$ cat config.mk
export PLATFORM = sky130hd
export DESIGN_NAME = vf_step_unit
export DESIGN_NICKNAME = d
export VERILOG_FILES = /design/src/rtl/vf_step_pkg.sv /design/src/rtl/vf_step_ctr.sv /design/src/rtl/vf_operand_map.sv /design/src/rtl/vf_loop_count.sv /design/src/rtl/vf_step_unit.sv
export SDC_FILE = /design/constraint.sdc
export NUM_CORES = 1
export LEC_CHECK = 0
export BUFFER_PORTS_ARGS = -buffer_cell sky130_fd_sc_hd__buf_2
export CAP_MARGIN = 20
export CORE_UTILIZATION = 52
export DETAILED_ROUTE_END_ITERATION = 12
export GPL_ROUTABILITY_DRIVEN = 0
export PLACE_DENSITY = 0.82
export SETUP_SLACK_MARGIN = 0.3
export SKIP_LAST_GASP = 1
export SLEW_MARGIN = 20
export SYNTH_ARGS = -nofsm -noshare
export SYNTH_HDL_FRONTEND = slang
export SYNTH_SLANG_ARGS = --single-unit
$ cat constraint.sdc
create_clock -name clk -period 2.79 [get_ports clk]
set_clock_uncertainty 0.15 [all_clocks]
set_input_delay 0 -clock clk [delete_from_list [all_inputs] [get_ports clk]]
set_output_delay 0 -clock clk [all_outputs]
set_load 0.1 [all_outputs]
$ cat src/rtl/vf_step_pkg.sv
// Package: shared sizing helpers for the vertical-first step unit.
// Assumes pointers never need more bits than register indices.
package vf_step_pkg;

    // Bits needed to hold the values 0..max inclusive.
    function automatic int unsigned bits_for(input int unsigned max_val);
        return (max_val < 2) ? 1 : $clog2(max_val + 1);
    endfunction

endpackage

$ cat src/rtl/vf_step_ctr.sv
// Module: vf_step_ctr
// Holds the vector length, the source and destination element pointers
// and the cr0 equal bit. The pointers move only on an explicit step
// command. They saturate at the vector length. A length write clears
// them and wins over a step in the same cycle.
// Assumes VL_MAX fits in STEP_W bits.
module vf_step_ctr #(
    parameter int unsigned VL_MAX = 64,
    parameter int unsigned STEP_W = 7
) (
    input  logic              clk,
    input  logic              rst_n,
    input  logic              vl_wr_en,
    input  logic [STEP_W-1:0] vl_wr_data,
    input  logic              step_en,
    input  logic              step_rc,
    output logic [STEP_W-1:0] vl_q,
    output logic [STEP_W-1:0] src_q,
    output logic [STEP_W-1:0] dst_q,
    output logic              eq_q
);

    localparam logic [STEP_W-1:0] VL_CAP = STEP_W'(VL_MAX);

    logic [STEP_W-1:0] vl_clamped;
    logic [STEP_W-1:0] src_nxt;
    logic [STEP_W-1:0] dst_nxt;

    // Limit a requested length to the supported maximum.
    always_comb begin
        vl_clamped = (vl_wr_data > VL_CAP) ? VL_CAP : vl_wr_data;
    end

    // Saturating next values of both pointers for a step command.
    always_comb begin
        src_nxt = (src_q < vl_q) ? src_q + STEP_W'(1) : src_q;
        dst_nxt = (dst_q < vl_q) ? dst_q + STEP_W'(1) : dst_q;
    end

    // Length and pointer registers; a length write beats a step.
    always_ff @(posedge clk) begin
        if (!rst_n) begin
            vl_q  <= '0;
            src_q <= '0;
            dst_q <= '0;
        end else if (vl_wr_en) begin
            vl_q  <= vl_clamped;
            src_q <= '0;
            dst_q <= '0;
        end else if (step_en) begin
            src_q <= src_nxt;
            dst_q <= dst_nxt;
        end
    end

    // Equal bit, written only by a recorded step that the length write did not block.
    always_ff @(posedge clk) begin
        if (!rst_n) begin
            eq_q <= 1'b0;
        end else if (!vl_wr_en && step_en && step_rc) begin
            eq_q <= (src_nxt == vl_q);
        end
    end

endmodule

$ cat src/rtl/vf_operand_map.sv
// Module: vf_operand_map
// Maps one operand field to a physical register index. A vector
// operand adds the element pointer to its base. A scalar operand
// passes the base through. A sum above the index range raises err
// and drives the top index, with no wrap.
// Assumes STEP_W <= REG_W.
module vf_operand_map #(
    parameter int unsigned REG_W  = 7,
    parameter int unsigned STEP_W = 7
) (
    input  logic [REG_W-1:0]  base,
    input  logic              is_vec,
    input  logic [STEP_W-1:0] step,
    output logic [REG_W-1:0]  idx,
    output logic              err
);

    localparam int unsigned SUM_W = REG_W + 1;

    logic [SUM_W-1:0] sum;

    // Widened sum so that overflow is visible in the carry bit.
    always_comb begin
        sum = SUM_W'(base) + SUM_W'(step);
    end

    // Select base or base-plus-step and flag out-of-range sums.
    always_comb begin
        err = is_vec && sum[REG_W];
        if (!is_vec) begin
            idx = base;
        end else if (sum[REG_W]) begin
            idx = '1;
        end else begin
            idx = sum[REG_W-1:0];
        end
    end

endmodule

$ cat src/rtl/vf_loop_count.sv
// Module: vf_loop_count
// Branch-side loop count register. A load sets it. A decrement
// subtracts the number of vertical elements executed, with a floor
// at zero. The zero flag follows the register.
// Assumes DEC_W <= CNT_W.
module vf_loop_count #(
    parameter int unsigned CNT_W = 16,
    parameter int unsigned DEC_W = 7
) (
    input  logic             clk,
    input  logic             rst_n,
    input  logic             ld_en,
    input  logic [CNT_W-1:0] ld_data,
    input  logic             dec_en,
    input  logic [DEC_W-1:0] dec_amt,
    output logic [CNT_W-1:0] cnt_q,
    output logic             zero
);

    logic [CNT_W-1:0] amt_w;
    logic [CNT_W-1:0] cnt_dec;

    // Decrement by the element count with a floor at zero.
    always_comb begin
        amt_w   = CNT_W'(dec_amt);
        cnt_dec = (amt_w >= cnt_q) ? '0 : cnt_q - amt_w;
    end

    // Count register; a load takes priority over a decrement.
    always_ff @(posedge clk) begin
        if (!rst_n) begin
            cnt_q <= '0;
        end else if (ld_en) begin
            cnt_q <= ld_data;
        end else if (dec_en) begin
            cnt_q <= cnt_dec;
        end
    end

    // Zero flag follows the register in the same cycle.
    always_comb begin
        zero = (cnt_q == '0);
    end

endmodule

$ cat src/rtl/vf_step_unit.sv
// Module: vf_step_unit (top)
// Element step state for a vertical-first loop: pointers, length,
// cr0 equal bit, operand-to-register mapping for NSRC sources and one
// destination, and a branch-side loop count register.
// Assumes the bits needed for VL_MAX do not exceed REG_W.
module vf_step_unit #(
    parameter int unsigned REG_W  = 7,
    parameter int unsigned VL_MAX = 64,
    parameter int unsigned NSRC   = 2,
    parameter int unsigned CNT_W  = 16,
    parameter int unsigned STEP_W = vf_step_pkg::bits_for(VL_MAX)
) (
    input  logic                  clk,
    input  logic                  rst_n,
    input  logic                  vl_wr_en,
    input  logic [STEP_W-1:0]     vl_wr_data,
    input  logic                  step_en,
    input  logic                  step_rc,
    input  logic [NSRC*REG_W-1:0] src_base,
    input  logic [NSRC-1:0]       src_vec,
    input  logic [REG_W-1:0]      dst_base,
    input  logic                  dst_vec,
    output logic [NSRC*REG_W-1:0] src_idx,
    output logic [REG_W-1:0]      dst_idx,
    output logic [NSRC:0]         idx_err,
    output logic [STEP_W-1:0]     vl,
    output logic [STEP_W-1:0]     src_step,
    output logic [STEP_W-1:0]     dst_step,
    output logic                  cr0_eq,
    input  logic                  ctr_ld_en,
    input  logic [CNT_W-1:0]      ctr_ld_data,
    input  logic                  ctr_dec_en,
    input  logic [STEP_W-1:0]     ctr_dec_amt,
    output logic [CNT_W-1:0]      loop_cnt,
    output logic                  ctr_zero
);

    // Pointer, length and condition state.
    vf_step_ctr #(
        .VL_MAX (VL_MAX),
        .STEP_W (STEP_W)
    ) u_ctr (
        .clk        (clk),
        .rst_n      (rst_n),
        .vl_wr_en   (vl_wr_en),
        .vl_wr_data (vl_wr_data),
        .step_en    (step_en),
        .step_rc    (step_rc),
        .vl_q       (vl),
        .src_q      (src_step),
        .dst_q      (dst_step),
        .eq_q       (cr0_eq)
    );

    // One mapper per source operand, all using the source pointer.
    for (genvar i = 0; i < NSRC; i++) begin : g_src
        vf_operand_map #(
            .REG_W  (REG_W),
            .STEP_W (STEP_W)
        ) u_map (
            .base   (src_base[i*REG_W +: REG_W]),
            .is_vec (src_vec[i]),
            .step   (src_step),
            .idx    (src_idx[i*REG_W +: REG_W]),
            .err    (idx_err[i])
        );
    end

    // Destination mapper using the destination pointer.
    vf_operand_map #(
        .REG_W  (REG_W),
        .STEP_W (STEP_W)
    ) u_dst_map (
        .base   (dst_base),
        .is_vec (dst_vec),
        .step   (dst_step),
        .idx    (dst_idx),
        .err    (idx_err[NSRC])
    );

    // Branch-side loop count.
    vf_loop_count #(
        .CNT_W (CNT_W),
        .DEC_W (STEP_W)
    ) u_cnt (
        .clk     (clk),
        .rst_n   (rst_n),
        .ld_en   (ctr_ld_en),
        .ld_data (ctr_ld_data),
        .dec_en  (ctr_dec_en),
        .dec_amt (ctr_dec_amt),
        .cnt_q   (loop_cnt),
        .zero    (ctr_zero)
    );

endmodule

=== Word level (Yosys, flattened, before mapping) ===
Index checks and enable logic that the tools add are counted.

* Word-level logic and storage cells: 38
* Bits of input ports: 61
* Flip-flop bits (word level): 38
* Output and inout port bits: 63

* Bitwise gates (word level): 1
* $add $sub $neg: 6
* Muxes and demuxes: 11
* Reductions and logical operators: 10
* $lt $le $gt $ge: 4
* Eq/ne operators: 1

{| class="wikitable"
|+ Operators by type and width
! operator !! count
|-
| $mux 7 || 8
|-
| $mux 16 || 3
|-
| $add 7x7->8 || 3
|-
| $ge 7x16->1 || 1
|-
| $logic_not 16->1 || 1
|-
| $sub 16x7->16 || 1
|-
| $add 7x1->7 const B || 2
|-
| $lt 7x7->1 || 2
|-
| $eq 7x7->1 || 1
|-
| $gt 7x7->1 const B || 1
|-
| $logic_and 1x1->1 || 5
|-
| $reduce_and 2->1 || 1
|-
| $reduce_bool 2->1 || 1
|-
| $reduce_or 2->1 || 1
|-
| $logic_not 1->1 || 1
|-
| $not 1->1 || 1
|}

=== Depth between registers and ports, before layout ===
Gate-level depths: netlist of run 1.

* Word-level depth: 4
* Mapped depth: 9
* Mapped depth without buffers: 9

=== Cells and area by module ===
From an unflattened synthesis of run 1, not the netlist that was laid out.

* Cells, all modules: 464
* Area, all modules: 3844.9 µm²

{| class="wikitable"
|+ By module, submodules not included
! module !! cells an instance !! area each (µm²) !! times used !! sequential area each (µm²)
|-
| vf_step_ctr || 169 || 1451.4 || 1 || 440.4
|-
| vf_loop_count || 160 || 1312.5 || 1 || 320.3
|-
| vf_operand_map || 45 || 360.3 || 3 || 0.0
|}

=== Worst setup path before layout of run 1 ===
Ideal clock, no wire load.

* Path type: register to output
* Start point: register u_ctr.src_q[0]
* End point: output port src_idx[13]
* Data required time: 2.640 ns
* Cell stages (with the launch flop): 9
* Setup slack: -1.568 ns
* Path buffers: 0
* Arrival: 4.208 ns
* Path through: dfxtp_1 -> ha_1 -> fa_1 -> a21o_1 -> a21oi_1 -> o21ai_0 -> nand2_1 -> nor2_1 -> o21ai_0

* Word-level cells in the longest chain between the ends: 3

{| class="wikitable"
|+ RTL lines
! what !! line !! source
|-
| start, declared || vf_step_ctr.sv:18 || <nowiki>output logic [STEP_W-1:0] src_q,</nowiki>
|-
| start signal, assigned || vf_step_ctr.sv:51 || <nowiki>src_q <= src_nxt;</nowiki>
|-
| $add 7x7->8 || vf_operand_map.sv:24 || <nowiki>sum = SUM_W'(base) + SUM_W'(step);</nowiki>
|-
| $mux 7 || vf_operand_map.sv:32 || <nowiki>end else if (sum[REG_W]) begin</nowiki>
|-
| $mux 7 || vf_operand_map.sv:30 || <nowiki>if (!is_vec) begin</nowiki>
|-
| end, declared || vf_step_unit.sv:23 || <nowiki>output logic [NSRC*REG_W-1:0] src_idx,</nowiki>
|}

Every way passes these cells.

=== Final worst setup path of run 1 ===
* Start point: register u_cnt.cnt_q[0]
* End point: register u_cnt.cnt_q[2]

* Word-level cells in the longest chain between the ends: 4
* Elaborated cells on any way between the ends: 5
* Those cells by class: 1 x add/sub; 1 x order compare; 3 x mux

{| class="wikitable"
|+ RTL lines
! what !! line !! source
|-
| start, declared || vf_loop_count.sv:16 || <nowiki>output logic [CNT_W-1:0] cnt_q,</nowiki>
|-
| start signal, assigned || vf_loop_count.sv:34 || <nowiki>cnt_q <= ld_data;</nowiki>
|-
| start signal, assigned || vf_loop_count.sv:36 || <nowiki>cnt_q <= cnt_dec;</nowiki>
|-
| $sub 16x7->16 or $ge 7x16->1 (tied branches) || vf_loop_count.sv:26 || <nowiki>cnt_dec = (amt_w >= cnt_q) ? '0 : cnt_q - amt_w;</nowiki>
|-
| $mux 16 * || vf_loop_count.sv:26 ||
|-
| $mux 16 * || vf_loop_count.sv:35 || <nowiki>end else if (dec_en) begin</nowiki>
|-
| $mux 16 * || vf_loop_count.sv:33 || <nowiki>end else if (ld_en) begin</nowiki>
|}

Mark *: on every way between the ends. The rest lies on a longest branch, timed or not. The select of a mux whose other input is x is not followed.
A chain may end at the register's enable or synchronous reset.

==> results of run 1 <==
-- worst paths after layout --
path | from | end | slack (ps) | cells past startpoint
hold / removal | vl_wr_en | u_ctr.vl_q[6] | 20 | 3
setup reg to reg | u_cnt.cnt_q[0] | u_cnt.cnt_q[2] | 300 | 9
setup / recovery | u_cnt.cnt_q[0] | u_cnt.cnt_q[2] | 300 | 9
hold reg to reg | u_ctr.vl_q[4] | u_ctr.vl_q[4] | 370 | 2
-- per-stage QoR --
| stage | utilization, % | instances |
|---|---|---|
| after floorplan | - | 468 |
| final | 82.4 | 733 |
| after global routing | 82.4 | 733 |
| after CTS | 78.0 | 722 |
| after global placement | 68.6 | 673 |
| after detailed placement | 68.6 | 673 |
-- critical path, delay by kind of cell (launching register included) --
| family | cells | cell delay (ps) |
|---|---|---|
| compound gates | 4 | 980 |
| flops | 1 | 370 |
| simple gates | 2 | 310 |
| buf+inv | 1 | 40 |
| fa+ha+maj | 2 | 570 |
-- cells in the mapped netlist, drive strengths merged (4+ instances only) --
master,count
nor2,43
ha,42
dfxtp,38
a21oi,37
o21ai,32
nand2,27
inv,25
xnor2,20
xor2,19
and3,16
a31oi,14
clkbuf,12
and2,11
nand2b,11
nor3,11
a21o,9
nand3,9
o22ai,9
a211oi,7
nand4,7
mux2i,6
nor2b,6
o22a,6
buf,5
o21a,5
fa,4
-- cell type report --
class | instances | area (sq um) | share of cell area, %
Clock buffer | 5 | 68.8 | 1.23
Clock inverter | 3 | 16.3 | 0.291
Inverter | 25 | 96.3 | 1.72
Multi-Input combinational cell | 388 | 3130 | 55.9
Sequential cell | 38 | 817 | 14.6
Tap cell | 96 | 120 | 2.15
Timing Repair Buffer | 178 | 1350 | 24.1
-- power breakdown --
group / switching (mW) / internal (mW) / leakage, nW
combinational: 0.743 / 0.357 / 2.21
sequential: 0.0405 / 0.567 / 0.325
clock: 0.200 / 0.171 / 0.0416
total: 0.983 / 1.09 / 2.58
-- routing by layer --
metal | part of all wire (%) | vias up | global-route usage, %
met5 | 0 | - | 0
met4 | 3.7 | 0 | 11.7
met3 | 7.1 | 56 | 4.43
met2 | 50 | 231 | 57.3
met1 | 39 | 2063 | 38.4
li1 | - | 2048 | -
-- state kept, by name, summed over array words and instances (netlist names) --
register	flops
u_ctr.src_q	7
u_cnt.cnt_q	16
u_ctr.eq_q	1
u_ctr.dst_q	7
u_ctr.vl_q	7
-- cells by family after synthesis --
logic type      count (synthesis)  synth area share, %
simple gates                  158                 22.4
compound gates                139                 24.8
fa+ha+maj                      46                 16.5
buf+inv                        42                 4.67
xor+xnor                       39                 9.30
flops                          38                 20.7
mux                             6                 1.64
-- repair_timing --
item,in CTS,in global routing
buffers inserted,5,11
hold buffers,36,0
pin swaps,4,21
gates cloned,0,0
hold endpoints to repair,27,0
resized for setup,48,50
setup endpoints to repair,23,35
==> reports/results.tsv, run 1 <==
metric	value	unit
slowest_stage	fa_2	
crit_chain	inv_4 -> ha_4 -> fa_2 -> nand2b_4 -> a211oi_4 -> o21ai_4 -> a211o_1 -> o21ai_1 -> and2_1	
grt_util_all_layers	31.8	%
rsz0062_at_grt	true	
drc_errors	0	
yosysTopAreaCell	dfxtp_1	
cap_viol_max_count	0	
grt_pass1_vias	4161	
netlist_instances	468	
max-vdd-ir-drop	0.388	mV
crit_type	reg2reg	
via_per_inst	6.00	
post_drt_wl_per_cell	17.2	um
leakagePower	2.58	nW
diodes	0	
yosys-top-cells-area	dfxtp_1 21%, ha_1 14%, xnor2_1 4.8%	
fp.dieH	86.0	um
synth-edff-count	0	
antenna_found_initial	0	
tns	0	ps
port-buffer-count	123	
drive_gt1_share	36.9	%
power	2.08	mW
whs	17.0	ps
crit_fanout	5	
vias	4398	
yosysUniqueCellTypes	55	
period_share	89.2	%
cts_tree	yes	
final_cell_mix	99 x buf_2, 41 x nor2_1, 36 x dlygate4sd3_1, 34 x ha_1, 28 x a21oi_1	
clock-sinks	38	
clock_path_buffers	2	
start_util	54.0	%
finalCriticalPeriod	2490	ps
first_iter_violations	262	
cp.arrival	2560	ps
layout.nets	743	
dpl_cell_area	4660	sq um
slew_headroom	61.8	%
grt_max_degree	20	
netlist_area	3670	sq um
pwr_density_cell	371	nW/um^2
die-area	7400	sq um
cts-root-buf	clkbuf_8	
worst_pin_slew	572	ps
finalSetupViolCount	0	
syn_to_final_growth	52.4	%
fillers	395	
clk_pin_slew	80	ps
syn_avg_cell_area	7.84	sq um
die_x	86.0	um
ys_ff_latch	38	
fin_area	5600	sq um
final_common_cell	buf_2	
pre_cts_ws	339	ps
routed_wl	12600	um
hold_violations	0	
worst_slack	300	ps
synth_top_area_share	20.7	%
synth-async-reset-ratio	0	%
status	complete, no violations	
hpwl	8250	um
critPathRequiredTime	2860	ps
core	6790	sq um
drt_pass1_iterations	5	
hold_class	in2reg	
max_freq	0.402	GHz
ant_nets	0	
synth_fp_nets	575	
clk_latency	290	ps
cts-buffers-inserted	5	
grt_first_pass_wirelength	18900	um
worstSetupEndpointType	flip-flop	
cpPeakStageDelay	410	ps
h-tree-depth	2	
synthFlopType	dfxtp_1	
drv_slew	0	
gr-total-overflow	0	
yosysSeqAreaShare	20.7	%
startpoint_type	flip-flop	
num_io_pins	124	
rows	30	
yosys_warnings	0	
(Power assumes the default switching activity.)
==> inputs of run 2 (changes only) <==
--- a/config.mk
+++ b/config.mk
@@ -7,10 +7,10 @@
 export LEC_CHECK = 0
 export BUFFER_PORTS_ARGS = -buffer_cell sky130_fd_sc_hd__buf_2
 export CAP_MARGIN = 20
-export CORE_UTILIZATION = 52
+export CORE_UTILIZATION = 49
 export DETAILED_ROUTE_END_ITERATION = 12
 export GPL_ROUTABILITY_DRIVEN = 0
-export PLACE_DENSITY = 0.82
+export PLACE_DENSITY = 0.78
 export SETUP_SLACK_MARGIN = 0.3
 export SKIP_LAST_GASP = 1
 export SLEW_MARGIN = 20
==> run 2 against run 1 <==
Final area rose by 0.85%. Global-route usage fell by 2.8 points. Total power rose by 3.8%. Clock-buffer cell count did not move. Critical path depth did not move. Via count fell by 3.8%. Critical path type is now reg2out. First-iteration DRC count fell by 23%. Core utilization fell by 4.6 points. Largest power group unchanged. Combinational power barely moved.
==> reports/results.tsv, run 2 (synthesis results as in run 1) <==
metric	value	unit	change
status	complete, no violations		
routed_wl	11700	um	-7.3%
worst_pin_slew	567	ps	-5.58 ps
crit_type	reg2out		
rows	31		+3.3%
period_share	89.9	%	+0.63 points
slew_headroom	62.2	%	+0.41 points
clock_path_buffers	2		unchanged
h-tree-depth	2		unchanged
port-buffer-count	123		unchanged
grt_util_all_layers	29.1	%	-2.8 points
num_io_pins	124		unchanged
cap_viol_max_count	0		unchanged
slowest_stage	dfxtp_4		
drv_slew	0		unchanged
cts_tree	yes		
drc_errors	0		unchanged
max-vdd-ir-drop	0.316	mV	-18%
hold_class	in2reg		
antenna_found_initial	0		unchanged
max_freq	0.399	GHz	-0.70%
register_area	817	sq um	unchanged
layout.nets	745		+0.27%
diodes	0		unchanged
hpwl	8050	um	-2.4%
grtUsageMet1	34.9	%	-3.4 points
start_util	50.6	%	-3.4 points
drive_gt1_share	36.8	%	-0.12 points
cpPeakStageDelay	390	ps	-20 ps
via_per_inst	5.73		-4.4%
crit_chain	ha_4 -> a21o_1 -> a21oi_2 -> o21bai_1 -> o31a_1 -> a21oi_4 -> buf_12 -> a31oi_4 -> buf_12		
cp.arrival	2360	ps	-200 ps
die_x	88.6	um	+2.9%
grt_most_used_layer	met2		
grt_pass1_vias	3957		-4.9%
fillers	486		+23%
final_cell_mix	99 x buf_2, 41 x nor2_1, 36 x ha_1, 36 x dlygate4sd3_1, 27 x a21oi_1		
vias	4232		-3.8%
pwr_density_cell	382	nW/um^2	+3.0%
leakagePower	2.61	nW	+1.3%
syn_to_final_growth	53.7	%	
worstSetupEndpointType	output pin		
path_common_cell	buf_12		
finalCriticalPeriod	2510	ps	+17.6 ps
grt_first_pass_wirelength	17900	um	-5.6%
cts-buffers-inserted	5		unchanged
grt_max_degree	20		unchanged
use_met3	3.54	%	-0.88 points
met2_usage	52.6	%	-4.7 points
die-area	7840	sq um	+6.0%
final_common_cell	buf_2		
finalSetupViolCount	0		unchanged
clk_latency	290	ps	about the same
critPathRequiredTime	2640	ps	-220 ps
crit_family	compound AO/OA/AOI/OAI gates		
cp.buffers_inverters	2		+1
first_iter_violations	203		-23%
gr-total-overflow	0		unchanged
rsz0062_at_grt	true		
hold_violations	0		unchanged
clk_pin_slew	70	ps	about the same
startpoint_type	flip-flop		
ant_nets	0		unchanged
cts-root-buf	clkbuf_8		
post_drt_wl_per_cell	15.8	um	-7.9%
tns	0	ps	unchanged
largest-register	u_cnt.cnt_q		
fp.dieH	88.6	um	+2.9%
post-route-util	77.8	%	-4.6 points
drt_pass1_iterations	4		-1
crit_fanout	7		+2
multiInputGateArea	3100	sq um	-0.96%
clock-sinks	38		unchanged
largest_reg_flops	16		unchanged
core	7250	sq um	+6.8%
-- run 2: stage by stage --
step / instance area (sq um) / instances / power [mW] / worst slack, ps / hold WS [ps]
2_1_floorplan: 3980 / 468 / 1.38 / 302 / -11.7
4_1_cts: 5400 / 728 / 2.11 / 300 / 43.3
5_1_grt: 5640 / 738 / 2.25 / 223 / 57.0
3_5_place_dp: 4650 / 674 / 1.56 / 276 / 117
6_report: 5640 / 738 / 2.16 / 282 / 40.8
3_3_place_gp: 4650 / 674 / 1.54 / 395 / 110
-- run 2: final cells by class --
type,instances,share of cell area (%)
Inverter,25,1.71
Multi-Input combinational cell,388,54.9
Timing Repair Buffer,180,24.8
Clock buffer,5,1.22
Tap cell,99,2.20
Sequential cell,38,14.5
Clock inverter,3,0.710
-- run 2: path summary, 6_finish.rpt --
check / to / startpoint / slack (ps) / depth (start not counted)
setup reg to reg: u_cnt.cnt_q[0] / u_cnt.cnt_q[0] / 390 / 9
hold reg to reg: u_ctr.dst_q[6] / u_ctr.dst_q[6] / 380 / 2
setup / recovery: dst_idx[2] / u_ctr.dst_q[1] / 280 / 9
hold / removal: u_cnt.cnt_q[1] / ctr_dec_amt[1] / 40 / 4
-- run 2: routing by layer --
metal	routed length [um]	vias up
met1	4880	1993
met2	6010	162
met5	0	-
met4	283	0
met3	491	34
li1	-	2043
-- run 2: where the power goes --
part | switching [mW] | internal, mW | leakage [nW]
sequential | 0.0398 | 0.567 | 0.325
combinational | 0.728 | 0.366 | 2.23
clock | 0.194 | 0.263 | 0.0579
total | 0.962 | 1.20 | 2.61
-- run 2: timing repair --
action                                 CTS  global route
gates resized for setup                 58            39
setup endpoints to repair               29            37
pin swaps                                9            28
endpoints found under the hold margin   29             0
hold buffers                            36             0
buffers inserted                        10            10
-- run 2: worst register-to-register path: cells and delay by family (launching register included) --
| family | cells | cell delay, ps |
|---|---|---|
| fa+ha+maj | 2 | 550 |
| buf+inv | 1 | 40 |
| flops | 1 | 360 |
| compound gates | 4 | 960 |
| simple gates | 2 | 260 |
==> inputs of run 3 (changes only) <==
--- a/config.mk
+++ b/config.mk
@@ -10,8 +10,9 @@
 export CORE_UTILIZATION = 49
 export DETAILED_ROUTE_END_ITERATION = 12
 export GPL_ROUTABILITY_DRIVEN = 0
+export MAX_ROUTING_LAYER = met4
 export PLACE_DENSITY = 0.78
-export SETUP_SLACK_MARGIN = 0.3
+export SETUP_SLACK_MARGIN = 0.2
 export SKIP_LAST_GASP = 1
 export SLEW_MARGIN = 20
 export SYNTH_ARGS = -nofsm -noshare
==> run 3 against run 2 <==
First-iteration DRC count is 1.5% lower. Sequential share of layout area grew 0.86 points. Sequential cell count unchanged. Sequential power barely moved. Clock power decreased by 21%. Highest routed layer unchanged.
==> reports/results.tsv, run 3 (synthesis results as in run 1) <==
metric	value	unit	change
slew_headroom	61.9	%	-0.30 points
diodes	0		unchanged
routed_wl	10800	um	-7.6%
max_freq	0.397	GHz	-0.35%
grt_max_degree	20		unchanged
drt_pass1_iterations	5		+1
drc_errors	0		unchanged
num_io_pins	124		unchanged
hold_class	in2reg		
status	complete, no violations		
post_drt_wl_per_cell	14.9	um	-5.5%
leakagePower	2.46	nW	-5.7%
clock_path_buffers	2		unchanged
drive_gt1_share	32.4	%	-4.4 points
worstSetupEndpointType	output pin		
antenna_found_initial	0		unchanged
largest-register	u_cnt.cnt_q		
syn_to_final_growth	42.7	%	
post-route-util	72.2	%	-5.6 points
cts-root-buf	clkbuf_8		
fin_area	5240	sq um	-7.2%
pre_cts_ws	272	ps	-4.37 ps
crit_fanout	4		-3
first_iter_violations	200		-1.5%
rsz0062_at_grt	false		
drv_slew	0		unchanged
start_util	50.6	%	unchanged
grt_util_all_layers	27.6	%	-1.4 points
cap_viol_max_count	0		unchanged
max-vdd-ir-drop	0.413	mV	+30%
cts-buffers-inserted	5		unchanged
clk_latency	290	ps	about the same
core	7250	sq um	unchanged
largest_reg_flops	16		unchanged
crit_type	reg2out		
finalSetupViolCount	0		unchanged
period_share	90.2	%	+0.32 points
die-area	7840	sq um	unchanged
worst_slack	274	ps	-8.81 ps
clk_pin_slew	80	ps	about the same
startpoint_type	flip-flop		
via_per_inst	5.65		-1.4%
finalCriticalPeriod	2520	ps	+8.81 ps
die_x	88.6	um	unchanged
cts_tree	yes		
final_common_cell	buf_2		
dpl_cell_area	4630	sq um	-0.46%
vias	4081		-3.6%
worst_pin_slew	571	ps	+4.43 ps
rows	31		unchanged
final_cell_mix	102 x buf_2, 42 x ha_1, 41 x nor2_1, 33 x dlygate4sd3_1, 30 x a21oi_1		
grt_pass1_vias	3752		-5.2%
power	1.99	mW	-7.7%
pwr_density_cell	380	nW/um^2	-0.56%
grt_first_pass_wirelength	16700	um	-6.3%
clock-sinks	38		unchanged
layout.nets	729		-2.1%
fp.dieH	88.6	um	unchanged
port-buffer-count	123		unchanged
gr-total-overflow	0		unchanged
hold_violations	0		unchanged
ant_nets	0		unchanged
critPathRequiredTime	2640	ps	about the same
tns	0	ps	unchanged
cp.arrival	2370	ps	about the same
hpwl	7950	um	-1.3%
h-tree-depth	2		unchanged
[run 3: cell types whose count changed in the layout (fill, tap and decap cells not counted), sizes merged]
cell,before,now
buf,143,130
dlygate4sd3,36,33
bufinv,1,0
clkinv,2,3
[run 3: timing repair]
| action | 4_1_cts | 5_1_grt |
|---|---|---|
| setup buffers | 4 | 2 |
| endpoints found under the hold margin | 27 | 0 |
| endpoints found under the setup margin | 23 | 30 |
| hold buffers | 33 | 0 |
| gates resized for setup | 26 | 24 |
| pin swaps | 3 | 4 |
[run 3: routing by layer]
layer	wire [um]	vias up	GRT usage, %
met1	4590	1877	33.0
met5	0	-	-
met3	722	25	4.76
met4	224	0	9.53
met2	5240	166	46.8
li1	-	2013	-
[run 3: per-stage QoR]
stage                     hold slack (ps)  instances
after global placement                108        675
after detailed placement              119        675
final                                8.34        722
after global routing                 69.8        722
after CTS                            1.09        720
after floorplan                     -11.7        468
[run 3: area by class of cell]
class	count	area, sq um
Clock buffer	5	68.8
Clock inverter	3	11.3
Fill cell	606	2020
Inverter	25	93.8
Multi-Input combinational cell	388	3020
Sequential cell	38	803
Tap cell	99	124
Timing Repair Buffer	164	1120
[run 3: worst paths after layout]
check | start | endpoint | slack, ps | cells past startpoint
min reg2reg | u_ctr.dst_q[5] | u_ctr.dst_q[5] | 370 | 2
min | ctr_dec_en | u_cnt.cnt_q[0] | 8 | 5
max reg2reg | u_cnt.cnt_q[0] | u_cnt.cnt_q[0] | 280 | 9
max | u_ctr.src_q[0] | src_idx[6] | 270 | 8
[run 3: where the power goes]
part,internal (mW),switching (mW)
clock network,0.167,0.194
logic,0.313,0.709
registers,0.569,0.0388
total,1.05,0.943
[run 3: worst max-delay path: stages, from the launching register on]
cell	delay, ps
dfxtp_2	360
ha_1	230
fa_1	430
a21o_1	190
a21oi_2	220
or4_1	140
o21ai_0	130
a21oi_4	160
buf_8	210
